File: src/rtl/cfg_pkg.sv
package cfg_pkg;

    typedef enum logic [1:0] {
        ST_IDLE = 2'd0,
        ST_ACK  = 2'd1,
        ST_ERR  = 2'd2
    } bus_st_t;

    localparam logic [1:0] SZ_BYTE = 2'd0;
    localparam logic [1:0] SZ_HALF = 2'd1;
    localparam logic [1:0] SZ_WORD = 2'd2;

    // byte lanes touched by an access; lane 3 is bits 31:24 (offset 0)
    function automatic logic [3:0] lane_en(input logic [1:0] sz, input logic [1:0] lo);
        logic [3:0] en;
        unique case (sz)
            SZ_BYTE: en = 4'b1000 >> lo;
            SZ_HALF: en = lo[1] ? 4'b0011 : 4'b1100;
            SZ_WORD: en = 4'b1111;
            default: en = 4'b0000;
        endcase
        return en;
    endfunction

    function automatic logic aligned(input logic [1:0] sz, input logic [1:0] lo);
        logic ok;
        unique case (sz)
            SZ_BYTE: ok = 1'b1;
            SZ_HALF: ok = ~lo[0];
            SZ_WORD: ok = (lo == 2'b00);
            default: ok = 1'b0;
        endcase
        return ok;
    endfunction

endpackage

File: src/rtl/cfg_rst_sample.sv
module cfg_rst_sample #(
    parameter logic [15:0] DFLT = 16'h0521
) (
    input  logic        clk,
    input  logic        rst_n,
    input  logic        ovr,
    input  logic [2:0]  mode_pins,
    input  logic        boot_pin,
    input  logic [3:0]  misc_pins,
    output logic [15:0] rcon_q
);

    logic [15:0] sampled;

    always_comb begin
        sampled = {5'b0, mode_pins, 3'b0, boot_pin, misc_pins};
    end

    // keeps reloading while reset is held; the final reset cycle wins
    always_ff @(posedge clk) begin
        if (!rst_n) begin
            rcon_q <= ovr ? sampled : DFLT;
        end
    end

    assert_rcon_frozen_R2: assert property (@(posedge clk) disable iff (!rst_n)
        rst_n |=> $stable(rcon_q));

endmodule

File: src/rtl/cfg_wo_bits.sv
module cfg_wo_bits #(
    parameter int          W       = 16,
    parameter logic [W-1:0] RST_VAL = '0
) (
    input  logic         clk,
    input  logic         rst_n,
    input  logic         unlock,
    input  logic [W-1:0] wmask,
    input  logic [W-1:0] wdata,
    output logic [W-1:0] q
);

    logic [W-1:0] lk;

    for (genvar i = 0; i < W; i++) begin : g_bit
        always_ff @(posedge clk) begin
            if (!rst_n) begin
                q[i]  <= RST_VAL[i];
                lk[i] <= 1'b0;
            end else if (wmask[i]) begin
                if (unlock) begin
                    q[i]  <= wdata[i];
                    lk[i] <= 1'b0;
                end else if (!lk[i]) begin
                    q[i]  <= wdata[i];
                    lk[i] <= 1'b1;
                end
            end
        end

        assert_lock_hold_R5: assert property (@(posedge clk) disable iff (!rst_n)
            (!unlock && lk[i]) |=> $stable(q[i]));

        assert_first_locks_R5: assert property (@(posedge clk) disable iff (!rst_n)
            (!unlock && wmask[i]) |=> lk[i]);

        assert_dbg_write_R7: assert property (@(posedge clk) disable iff (!rst_n)
            (unlock && wmask[i]) |=> (q[i] == $past(wdata[i])));
    end

endmodule

File: src/rtl/cfg_bus_fsm.sv
module cfg_bus_fsm
    import cfg_pkg::*;
#(
    parameter int          ADDR_W = 8,
    parameter logic [15:0] ID_VAL = 16'h5A31
) (
    input  logic              clk,
    input  logic              rst_n,
    input  logic              req,
    input  logic              wr,
    input  logic              sup,
    input  logic [ADDR_W-1:0] addr,
    input  logic [1:0]        size,
    input  logic [31:0]       wdata,
    input  logic [15:0]       cfg_q,
    input  logic [15:0]       rcon_q,
    output logic [31:0]       rdata,
    output logic              ack,
    output logic              terr,
    output logic [15:0]       cfg_wmask,
    output logic              tst_set
);

    localparam int WA_W = ADDR_W - 2;
    localparam logic [WA_W-1:0] W_CFG = WA_W'(1);
    localparam logic [WA_W-1:0] W_RCF = WA_W'(2);
    localparam logic [WA_W-1:0] W_RSV = WA_W'(3);

    bus_st_t         st, nxt;
    logic [3:0]      lanes;
    logic [31:0]     mask32;
    logic [WA_W-1:0] wa;
    logic            take, hit, good, bad;
    logic [31:0]     rd_q, rd_val;

    assign wa    = addr[ADDR_W-1:2];
    assign lanes = lane_en(size, addr[1:0]);

    for (genvar b = 0; b < 32; b++) begin : g_mask
        assign mask32[b] = lanes[b/8];
    end

    always_comb begin
        take = (st == ST_IDLE) && req;
        hit  = (wa == W_CFG) || (wa == W_RCF) || (wa == W_RSV);
        good = take && sup && aligned(size, addr[1:0]) && hit;
        bad  = take && !good;
        cfg_wmask = (good && wr && wa == W_CFG) ? mask32[31:16] : 16'h0;
        tst_set   = good && wr && (wa == W_RSV) && (|(wdata & mask32));
        if (wa == W_CFG)      rd_val = {cfg_q, 16'h0};
        else if (wa == W_RCF) rd_val = {rcon_q, ID_VAL};
        else                  rd_val = 32'h0;
    end

    always_comb begin
        nxt = st;
        unique case (st)
            ST_IDLE: if (good) nxt = ST_ACK;
                     else if (bad) nxt = ST_ERR;
            ST_ACK:  nxt = ST_IDLE;
            ST_ERR:  nxt = ST_IDLE;
            default: nxt = ST_IDLE;
        endcase
    end

    always_ff @(posedge clk) begin
        if (!rst_n) begin
            st   <= ST_IDLE;
            rd_q <= 32'h0;
        end else begin
            st   <= nxt;
            rd_q <= (good && !wr) ? rd_val : 32'h0;
        end
    end

    always_comb begin
        ack   = (st == ST_ACK);
        terr  = (st == ST_ERR);
        rdata = rd_q;
    end

    assert_resp_excl_R3: assert property (@(posedge clk) disable iff (!rst_n)
        $onehot0({ack, terr}));

    assert_resp_single_R3: assert property (@(posedge clk) disable iff (!rst_n)
        (ack || terr) |=> !(ack || terr));

    assert_user_err_R9: assert property (@(posedge clk) disable iff (!rst_n)
        (st == ST_IDLE && req && !sup) |=> terr);

    assert_no_user_write_R9: assert property (@(posedge clk) disable iff (!rst_n)
        !sup |-> (cfg_wmask == 16'h0 && !tst_set));

endmodule

File: src/rtl/cfg_lock_regs.sv
module cfg_lock_regs #(
    parameter int          ADDR_W    = 8,
    parameter logic [15:0] CFG_RST   = 16'h0005,
    parameter logic [15:0] RCON_DFLT = 16'h0521,
    parameter logic [15:0] ID_VAL    = 16'h5A31
) (
    input  logic              clk,
    input  logic              rst_n,
    input  logic              rc_ovr,
    input  logic [2:0]        rc_mode,
    input  logic              rc_boot,
    input  logic [3:0]        rc_misc,
    input  logic              dbg_mode,
    input  logic              req,
    input  logic              wr,
    input  logic              sup,
    input  logic [ADDR_W-1:0] addr,
    input  logic [1:0]        size,
    input  logic [31:0]       wdata,
    output logic [31:0]       rdata,
    output logic              ack,
    output logic              terr,
    output logic [15:0]       cfg_q,
    output logic [15:0]       rcon_q,
    output logic              tst_flag
);

    logic [15:0] cfg_wmask;
    logic        tst_set;
    logic        tst_q;

    cfg_rst_sample #(.DFLT(RCON_DFLT)) u_sample (
        .clk(clk), .rst_n(rst_n), .ovr(rc_ovr),
        .mode_pins(rc_mode), .boot_pin(rc_boot), .misc_pins(rc_misc),
        .rcon_q(rcon_q)
    );

    cfg_bus_fsm #(.ADDR_W(ADDR_W), .ID_VAL(ID_VAL)) u_fsm (
        .clk(clk), .rst_n(rst_n), .req(req), .wr(wr), .sup(sup),
        .addr(addr), .size(size), .wdata(wdata),
        .cfg_q(cfg_q), .rcon_q(rcon_q),
        .rdata(rdata), .ack(ack), .terr(terr),
        .cfg_wmask(cfg_wmask), .tst_set(tst_set)
    );

    cfg_wo_bits #(.W(16), .RST_VAL(CFG_RST)) u_cfg (
        .clk(clk), .rst_n(rst_n), .unlock(dbg_mode | tst_q),
        .wmask(cfg_wmask), .wdata(wdata[31:16]), .q(cfg_q)
    );

    always_ff @(posedge clk) begin
        if (!rst_n)       tst_q <= 1'b0;
        else if (tst_set) tst_q <= 1'b1;
    end

    assign tst_flag = tst_q;

    assert_tst_sticky_R10: assert property (@(posedge clk) disable iff (!rst_n)
        tst_q |=> tst_q);

    assert_dbg_exit_R8: assert property (@(posedge clk) disable iff (!rst_n)
        (cfg_wmask == 16'h0) |=> $stable(cfg_q));

endmodule

File: config.mk
export PLATFORM = sky130hd
export DESIGN_NAME = cfg_lock_regs
export DESIGN_NICKNAME = d
export VERILOG_FILES = /design/src/rtl/cfg_pkg.sv /design/src/rtl/cfg_rst_sample.sv /design/src/rtl/cfg_wo_bits.sv /design/src/rtl/cfg_bus_fsm.sv /design/src/rtl/cfg_lock_regs.sv
export SDC_FILE = /design/constraint.sdc
export NUM_CORES = 1
export LEC_CHECK = 0
export ABC_AREA = 1
export CAP_MARGIN = 40
export CORE_AREA = 2 2 98 100
export DETAILED_ROUTE_END_ITERATION = 6
export DIE_AREA = 0 0 100 102
export DONT_BUFFER_PORTS = 1
export HOLD_SLACK_MARGIN = 0.1
export PLACE_DENSITY_LB_ADDON = 0.05
export RECOVER_POWER = 100
export SYNTH_ARGS = -nofsm -noshare
export SYNTH_HDL_FRONTEND = slang
export SYNTH_SLANG_ARGS = --single-unit
File: constraint.sdc
create_clock -name clk -period 3.33 [get_ports clk]
set_clock_uncertainty 0.15 [all_clocks]
set_input_delay 0.666 -clock clk [delete_from_list [all_inputs] [get_ports clk]]
set_output_delay 0.666 -clock clk [all_outputs]
set_load 0.01 [all_outputs]
## Word level (Yosys, flattened, before mapping)

Index checks and enable logic that the tools add are counted.

- Equality and inequality tests: 23
- Shift operators: 1
- Muxes and demuxes: 42
- Bitwise gates (word level): 6
- Reductions and logical operators: 39

Operator list:

| cell | number |
|---|---|
| $mux 32 | 2 |
| $reduce_and 2->1 | 18 |
| $mux 1 | 35 |
| $and 32x32->32 | 1 |
| $ne 2x1->1 const B | 16 |
| $reduce_or 32->1 | 1 |
| $mux 16 | 1 |
| $eq 6x2->1 const B | 2 |
| $pmux 4 s3 | 1 |
| $logic_and 1x1->1 | 10 |
| $eq 6x1->1 const B | 1 |
| $logic_not 2->1 | 3 |
| $mux 6 | 1 |
| $reduce_or 3->1 | 2 |
| $eq 2x1->1 const B | 2 |
| $eq 2x2->1 const B | 2 |
| $mux 4 | 1 |
| $not 1->1 | 4 |
| $shr 4x2->4 const A | 1 |
| $pmux 1 s3 | 1 |
| $logic_not 1->1 | 2 |
| $logic_or 1x1->1 | 2 |
| $reduce_bool 2->1 | 1 |
| $or 1x1->1 | 1 |

- Register bits after elaboration: 83
- Word-level logic and storage cells: 150

## Depth between registers and ports, before layout

Gate-level depths: netlist of the first run.

- Depth in word-level cells: 9
- Gate-level depth with buffers: 10

## By module

A second synthesis of the first run with hierarchy kept.

- Cell total of the unflattened synthesis: 445
- Area, all modules: 3143.0 um2

By module, submodules not included:

| module | times used | cells each | area each (um2) | sequential area each (um2) |
|---|---|---|---|---|
| cfg_bus_fsm | 1 | 237 | 1416.4 | 380.4 |
| cfg_wo_bits | 1 | 167 | 1283.7 | 640.6 |
| cfg_rst_sample | 1 | 36 | 405.4 | 270.3 |
| cfg_lock_regs | 1 | 5 | 37.5 | 20.0 |

## Least setup slack after synthesis of the first run

OpenSTA, ideal clock, no wires.

- Path kind: input to register
- Start: in addr[7]
- End: reg u_cfg.q[10]
- Setup time: 113 ps
- Data arrival time: 1628 ps
- Data required time: 3067 ps
- Slack: 1439 ps
- Stages on the path: 9
- Buffers on the path: 1
- Path through: nor2_1 nand2_1 inv_2 nand3_2 nor2_4 nand4_4 buf_6 nor2_1 nor2_1

- Word-level cells in the longest chain between the ends: 8

Ends and longest elaborated chain:

| element | RTL line | text |
|---|---|---|
| start, declared | cfg_lock_regs.sv:17 | `input logic [ADDR_W-1:0] addr,` |
| $eq 6x1->1 / $eq 6x2->1 (equally long branches) | cfg_bus_fsm.sv:45, cfg_bus_fsm.sv:48 |  |
| $logic_or 1x1->1 (2 in series) | cfg_bus_fsm.sv:45 | `hit = (wa == W_CFG) \|\| (wa == W_RCF) \|\| (wa == W_RSV);` |
| $logic_and 1x1->1 | cfg_bus_fsm.sv:46 | `good = take && sup && aligned(size, addr[1:0]) && hit;` |
| $logic_and 1x1->1 | cfg_bus_fsm.sv:48 | `cfg_wmask = (good && wr && wa == W_CFG) ? mask32[31:16] : 16'h0;` |
| $logic_and 1x1->1 * | cfg_bus_fsm.sv:48 |  |
| $mux 16 * | cfg_bus_fsm.sv:48 |  |
| $reduce_and 2->1 (no line) * | n/a |  |
| end signal, assigned by index | cfg_wo_bits.sv:18 | `q[i] <= RST_VAL[i];` |
| end signal, assigned by index | cfg_wo_bits.sv:22 | `q[i] <= wdata[i];` |
| end signal, assigned by index | cfg_wo_bits.sv:25 | `q[i] <= wdata[i];` |
| end, declared | cfg_wo_bits.sv:10 | `output logic [W-1:0] q` |

Mark *: on every way between the ends. The rest lies on a longest branch, timed or not.
A chain may end at the register's enable or synchronous reset.

## Worst setup path after layout of the first run

- Start: in addr[7]
- End: reg u_fsm.rd_q[20], in the netlist u_fsm.rdata[20]

- Word-level cells in the longest chain between the ends: 6

Ends and longest elaborated chain:

| element | RTL line | text |
|---|---|---|
| $eq 6x1->1 / $eq 6x2->1 (equally long branches) | cfg_bus_fsm.sv:45, cfg_bus_fsm.sv:50, cfg_bus_fsm.sv:51 |  |
| $logic_or 1x1->1 (2 in series) | cfg_bus_fsm.sv:45 |  |
| $logic_and 1x1->1 | cfg_bus_fsm.sv:46 |  |
| $logic_and 1x1->1 | cfg_bus_fsm.sv:72 | `rd_q <= (good && !wr) ? rd_val : 32'h0;` |
| $reduce_and 2->1 (no line) | n/a |  |
| end signal, assigned | cfg_bus_fsm.sv:72 |  |
| end, declared | cfg_bus_fsm.sv:34 | `logic [31:0] rd_q, rd_val;` |

Parallel ways exist; a longest one is shown, timed or not.

==> reports/qor.csv, run 1 <==
metric;value;unit
p_leak;1.07;nW
drt-pass1-iter-count;4;
boundaryPins;124;
fin_crit;2370;ps
path_clk_slew;90;ps
clock_path_buffers;2;
cts.sinks;47;
fill_cells;1028;
synth_edf_count;9;
cpMostUsedCell;nor2_1;
final.setup.tns;0;ps
status;complete, no violations;
postRouteAntennaNets;0;
yosys.area_share.adder;0;
ff_latch_area;1030;sq um
fin_hold_ws;305;ps
htree_levels;2;
grt_pass1_vias;1665;
root_buffer;clkbuf_8;
syn_area_per_cell;7.69;sq um
clock_latency;300;ps
core_area;9110;sq um
fin_cells;396;
ctsResizeCount;0;
finalSetupViolations;0;
slowest_delay;560;ps
final_cell_mix;nor2_1, nand2_1, dfxtp_1, inv_1, nand3_1;
yosys.area_share.simple;0.356;
synth_compound_area_frac;0.0270;
drc_errors;0;
max-slew-margin-rel;0.488;
gr-total-overflow;0;
whs_endpoint;u_cfg.q[2];
synth_cell_types;25;
muxShareOfSynthArea;0;
utilization;0.248;
rsz0062_at_grt;no;
yosys_most_used_dff;dfxtp_1;
dieArea;10200;sq um
hold_violations;0;
preCtsSetupSlack;1120;ps
synth_xor_area_frac;0;
die_w;100;um
dpl_cell_area;2220;sq um
antenna_found_initial;0;
worst_hold_path_type;in2reg;
power;1.08;mW
path_cells;nor2_1 -> nand2_1 -> nor2_1 -> nand3_1 -> nor2_1 -> nand3_1 -> o21ai_0;
r2r_start;u_fsm.st[0];
fin_ws;958;ps
vias;1647;
cp_max_fo;16;
dp_hpwl;4.47;mm
startpoint_type;input port;
worstSetupEndpointType;flop;
p_per_area;475;nW/um^2
synth_top_family_by_area;simple AND/OR/NAND/NOR gates;
rr_worst_depth;7;
max_freq;0.422;GHz
syn-instance-count;289;
required;3390;ps
final-max-slew-violation-count;0;
placed_cells;388;
gp_congestion;0.715;
syn_to_final_growth;1.80;%
yosysSeqAreaShare;0.464;
hold_buffers;0;
syn_area;2220;sq um
tritoncts;yes;
postCtsSetupRepairBufs;0;
drtIter0Drc;44;
fp.dieH;102;um
whs_path_depth;1;
design_area;2260;sq um
numCtsBuffers;5;
synth-seq-cells;47;
yosys_warnings;0;
crit_arrival;2430;ps
via_per_inst;4.16;
worstReg2RegEnd;u_fsm.rdata[20];
wirelength;5.83;mm
grt_pass1_wl;8.92;mm
grt_util_all_layers;0.117;
start_util;0.244;
critPathSlowestCell;nand3_1;
port_buffers;0;
finalCritPeriodShare;0.712;
drive_gt1_frac;0.0667;
fin_nets;341;
peakVddDrop;0.156;mV
min_from;rst_n;
reg2reg_setup_slack;1000;ps
row_count;35;
synthArstFlopShare;0;
routedWlPerCell;14.7;um
cap_violations;0;
antenna_cells;0;
worst_slew_pin_slew;766;ps
crit_type;in2reg;
final_common_cell;nor2_1;
multi_input_area;842;sq um
grt_max_degree;21;
## where the power goes
part           internal [mW]  switching, mW  leakage [nW]  total [mW]
logic                 0.0132         0.0334         0.619      0.0466
clock network          0.217          0.210        0.0600       0.427
registers              0.590         0.0119         0.394       0.602
total                  0.820          0.255          1.07        1.08
## Yosys cell counts, types with 2 or more instances
cell	instances	area share
inv_2	2	0.0034
buf_2	2	0.0045
buf_6	2	0.010
inv_1	34	0.057
nand4_1	10	0.028
buf_4	22	0.074
o21ai_1	4	0.0090
nor2_1	64	0.11
nand2_2	3	0.0084
nor2_4	3	0.015
nand2_1	57	0.096
nor2_2	3	0.0084
edfxtp_1	9	0.12
nand3_2	2	0.0090
o21ai_0	5	0.011
a21oi_1	3	0.0068
or2_2	3	0.0084
dfxtp_1	38	0.34
nand3_1	16	0.036
nand4_4	2	0.019
## metal layers
metal / vias up / track usage / wire length, um
met2: 64 / 0.193 / 2730
li1: 846 / - / -
met1: 730 / 0.133 / 2360
met3: 7 / 0.0588 / 668
met5: - / 0 / 0
met4: 0 / 0.0348 / 74
## sequential cells by signal, summed over array words and instances, names as in the netlist
signal / count
u_fsm.rdata: 17
u_cfg.q: 16
u_sample.rcon_q: 9
u_cfg.lk: 2
u_fsm.st: 2
tst_flag: 1
## cells by family (layout without fill, tap and decap cells)
kind of cell,count (synthesis),in the layout
compound gates,12,12
flops,47,47
buf+inv,63,44
other cells,1,16
simple gates,166,166
## critical path: cells and delay by family
kind / cells / cell delay (ps)
AND/OR/NAND/NOR: 6 / 1380
AO/OA/AOI/OAI: 1 / 380
## worst max path at each step
stage	start	end	slack [ps]	cells past startpoint
after floorplan	addr[7]	u_cfg.q[10]	1440	9
after global placement	addr[7]	u_fsm.rdata[21]	1160	7
after detailed placement	addr[7]	u_fsm.rdata[24]	1120	7
after CTS	addr[7]	u_fsm.rdata[16]	1420	7
after global routing	addr[5]	u_fsm.rdata[20]	710	7
final	addr[7]	u_fsm.rdata[20]	960	7
## layout make-up
type	count	area share
clock inverter	1	0.00387
tap	111	0.0614
multi-input combinational	194	0.372
sequential	47	0.456
inverter	36	0.0597
clock buffer	7	0.0475
No activity file was read; power rests on OpenSTA's default activity.
==> run 2: changes to the inputs <==
Clock period 3.33 ns to 2.3 ns, I/O delays scaled along.
==> run 2 against run 1 <==
Against the previous run: clock power increased by 23%; setup slack got worse by 580 ps; clock-buffer cell count decreased by 2; highest routed layer unchanged; combinational power increased by 57%; non-clock buffer count increased by 2; sequential share of layout area decreased by 0.67 points; via count decreased by 1.6%; design area increased by 1.5%; cell count increased by 0.51%; hold slack got worse by 190 ps; global-route usage increased by 0.11 points.
==> reports/qor.csv, run 2 (synthesis results as in run 1) <==
metric;value;unit
whs_endpoint;u_cfg.q[15];
drc_errors;0;
dpl_cell_area;2220;sq um
p_leak;1.08;nW
design_area;2300;sq um
die_w;100;um
worst_hold_path_type;in2reg;
vias;1621;
grt_max_degree;20;
boundaryPins;124;
worst_slew_pin_slew;665;ps
fp.dieH;102;um
ctsResizeCount;0;
start_util;0.244;
antenna_cells;0;
crit_start;u_fsm.st[0];
whs_path_depth;2;
slowest_delay;330;ps
final_cell_mix;nor2_1, nand2_1, dfxtp_1, inv_1;
gr-total-overflow;0;
r2r_start;u_fsm.st[0];
syn_to_final_growth;3.32;%
dieArea;10200;sq um
core_area;9110;sq um
cpMostUsedCell;nor2_1;
largest_reg_flops;17;
crit_type;reg2reg;
final-max-slew-violation-count;0;
grt_util_all_layers;0.118;
final.setup.tns;0;ps
drt-pass1-iter-count;4;
row_count;35;
tritoncts;yes;
gp_congestion;0.718;
critPathSlowestCell;dfxtp_1;
wirelength;5.80;mm
finalSetupViolations;0;
required;2350;ps
htree_levels;2;
utilization;0.252;
grt_pass1_vias;1668;
cts.sinks;47;
drtIter0Drc;36;
rr_worst_depth;8;
routedWlPerCell;14.6;um
clock_path_buffers;2;
postRouteAntennaNets;0;
cap_violations;0;
finalCritPeriodShare;0.836;
hold_violations;0;
via_per_inst;4.07;
cp_max_fo;14;
worstSetupEndpointType;flop;
status;complete, no violations;
grt_pass1_wl;8.98;mm
antenna_found_initial;0;
rsz0062_at_grt;no;
port_buffers;0;
numCtsBuffers;5;
drive_gt1_frac;0.0836;
startpoint_type;flop;
max_freq;0.520;GHz
root_buffer;clkbuf_8;
fin_nets;343;
clock_latency;300;ps
path_clk_slew;100;ps
crit_arrival;1980;ps
final_common_cell;nor2_1;
peakVddDrop;0.228;mV
max-slew-margin-rel;0.556;
path_cells;nor2_1 -> nand2_2 -> nor2_1 -> nand3_4 -> nor2_8 -> nand4_2 -> nor2_1 -> nor2_1;
p_per_area;639;nW/um^2
reg2reg_setup_slack;380;ps
dp_hpwl;4.43;mm
min_from;rst_n;
fin_crit;1920;ps
worstReg2RegEnd;u_cfg.q[3];
==> run 2: cell types whose count changed in the layout (fill, tap and decap cells not counted), sizes merged <==
cell	change
clkbuf	-1
dlygate4sd3	+1
clkinv	+2
==> run 2: layout make-up <==
class | count | area [sq um]
Clock buffer | 5 | 68.8
Timing Repair Buffer | 2 | 13.8
Clock inverter | 3 | 18.8
Fill cell | 1014 | 6810
Multi-Input combinational cell | 194 | 891
Inverter | 36 | 135
Tap cell | 111 | 139
Sequential cell | 47 | 1030
==> run 2: stage by stage <==
step,instances,setup WS [ps],hold slack (ps),power (mW)
6_report,398,377,116,1.47
5_1_grt,398,160,103,1.55
4_1_cts,398,417,103,1.50
3_5_place_dp,389,296,327,0.966
3_3_place_gp,389,272,321,0.967
2_1_floorplan,304,615,302,0.972
==> run 2: worst max-delay path, delay by kind of cell, from the launching register on <==
kind,cells,cell delay [ps]
and+or+nand+nor,8,1350
DFF,1,330
==> run 2: where the power goes <==
group          total (mW)  internal (mW)  switching, mW
clock               0.524          0.215          0.309
sequential          0.871          0.854         0.0169
combinational      0.0732         0.0207         0.0525
total                1.47           1.09          0.378
==> run 2: worst max-delay path by stage <==
stage / to / slack [ps]
final: u_cfg.q[3] / 380
after global routing: u_cfg.q[3] / 160
after CTS: u_fsm.rdata[16] / 420
after detailed placement: u_fsm.rdata[18] / 300
after global placement: u_fsm.rdata[18] / 270
after floorplan: u_cfg.q[10] / 620
==> run 2: layer usage <==
| metal | track usage | share of wire |
|---|---|---|
| met5 | 0 | 0 |
| met2 | 0.198 | 0.48 |
| met4 | 0.0316 | 0.0088 |
| met3 | 0.0534 | 0.11 |
| met1 | 0.137 | 0.41 |
==> run 2: timing repair <==
item,CTS,global route
hold endpoints to repair,2,0
setup endpoints to repair,0,0
hold buffers,1,0
buffers inserted,0,0
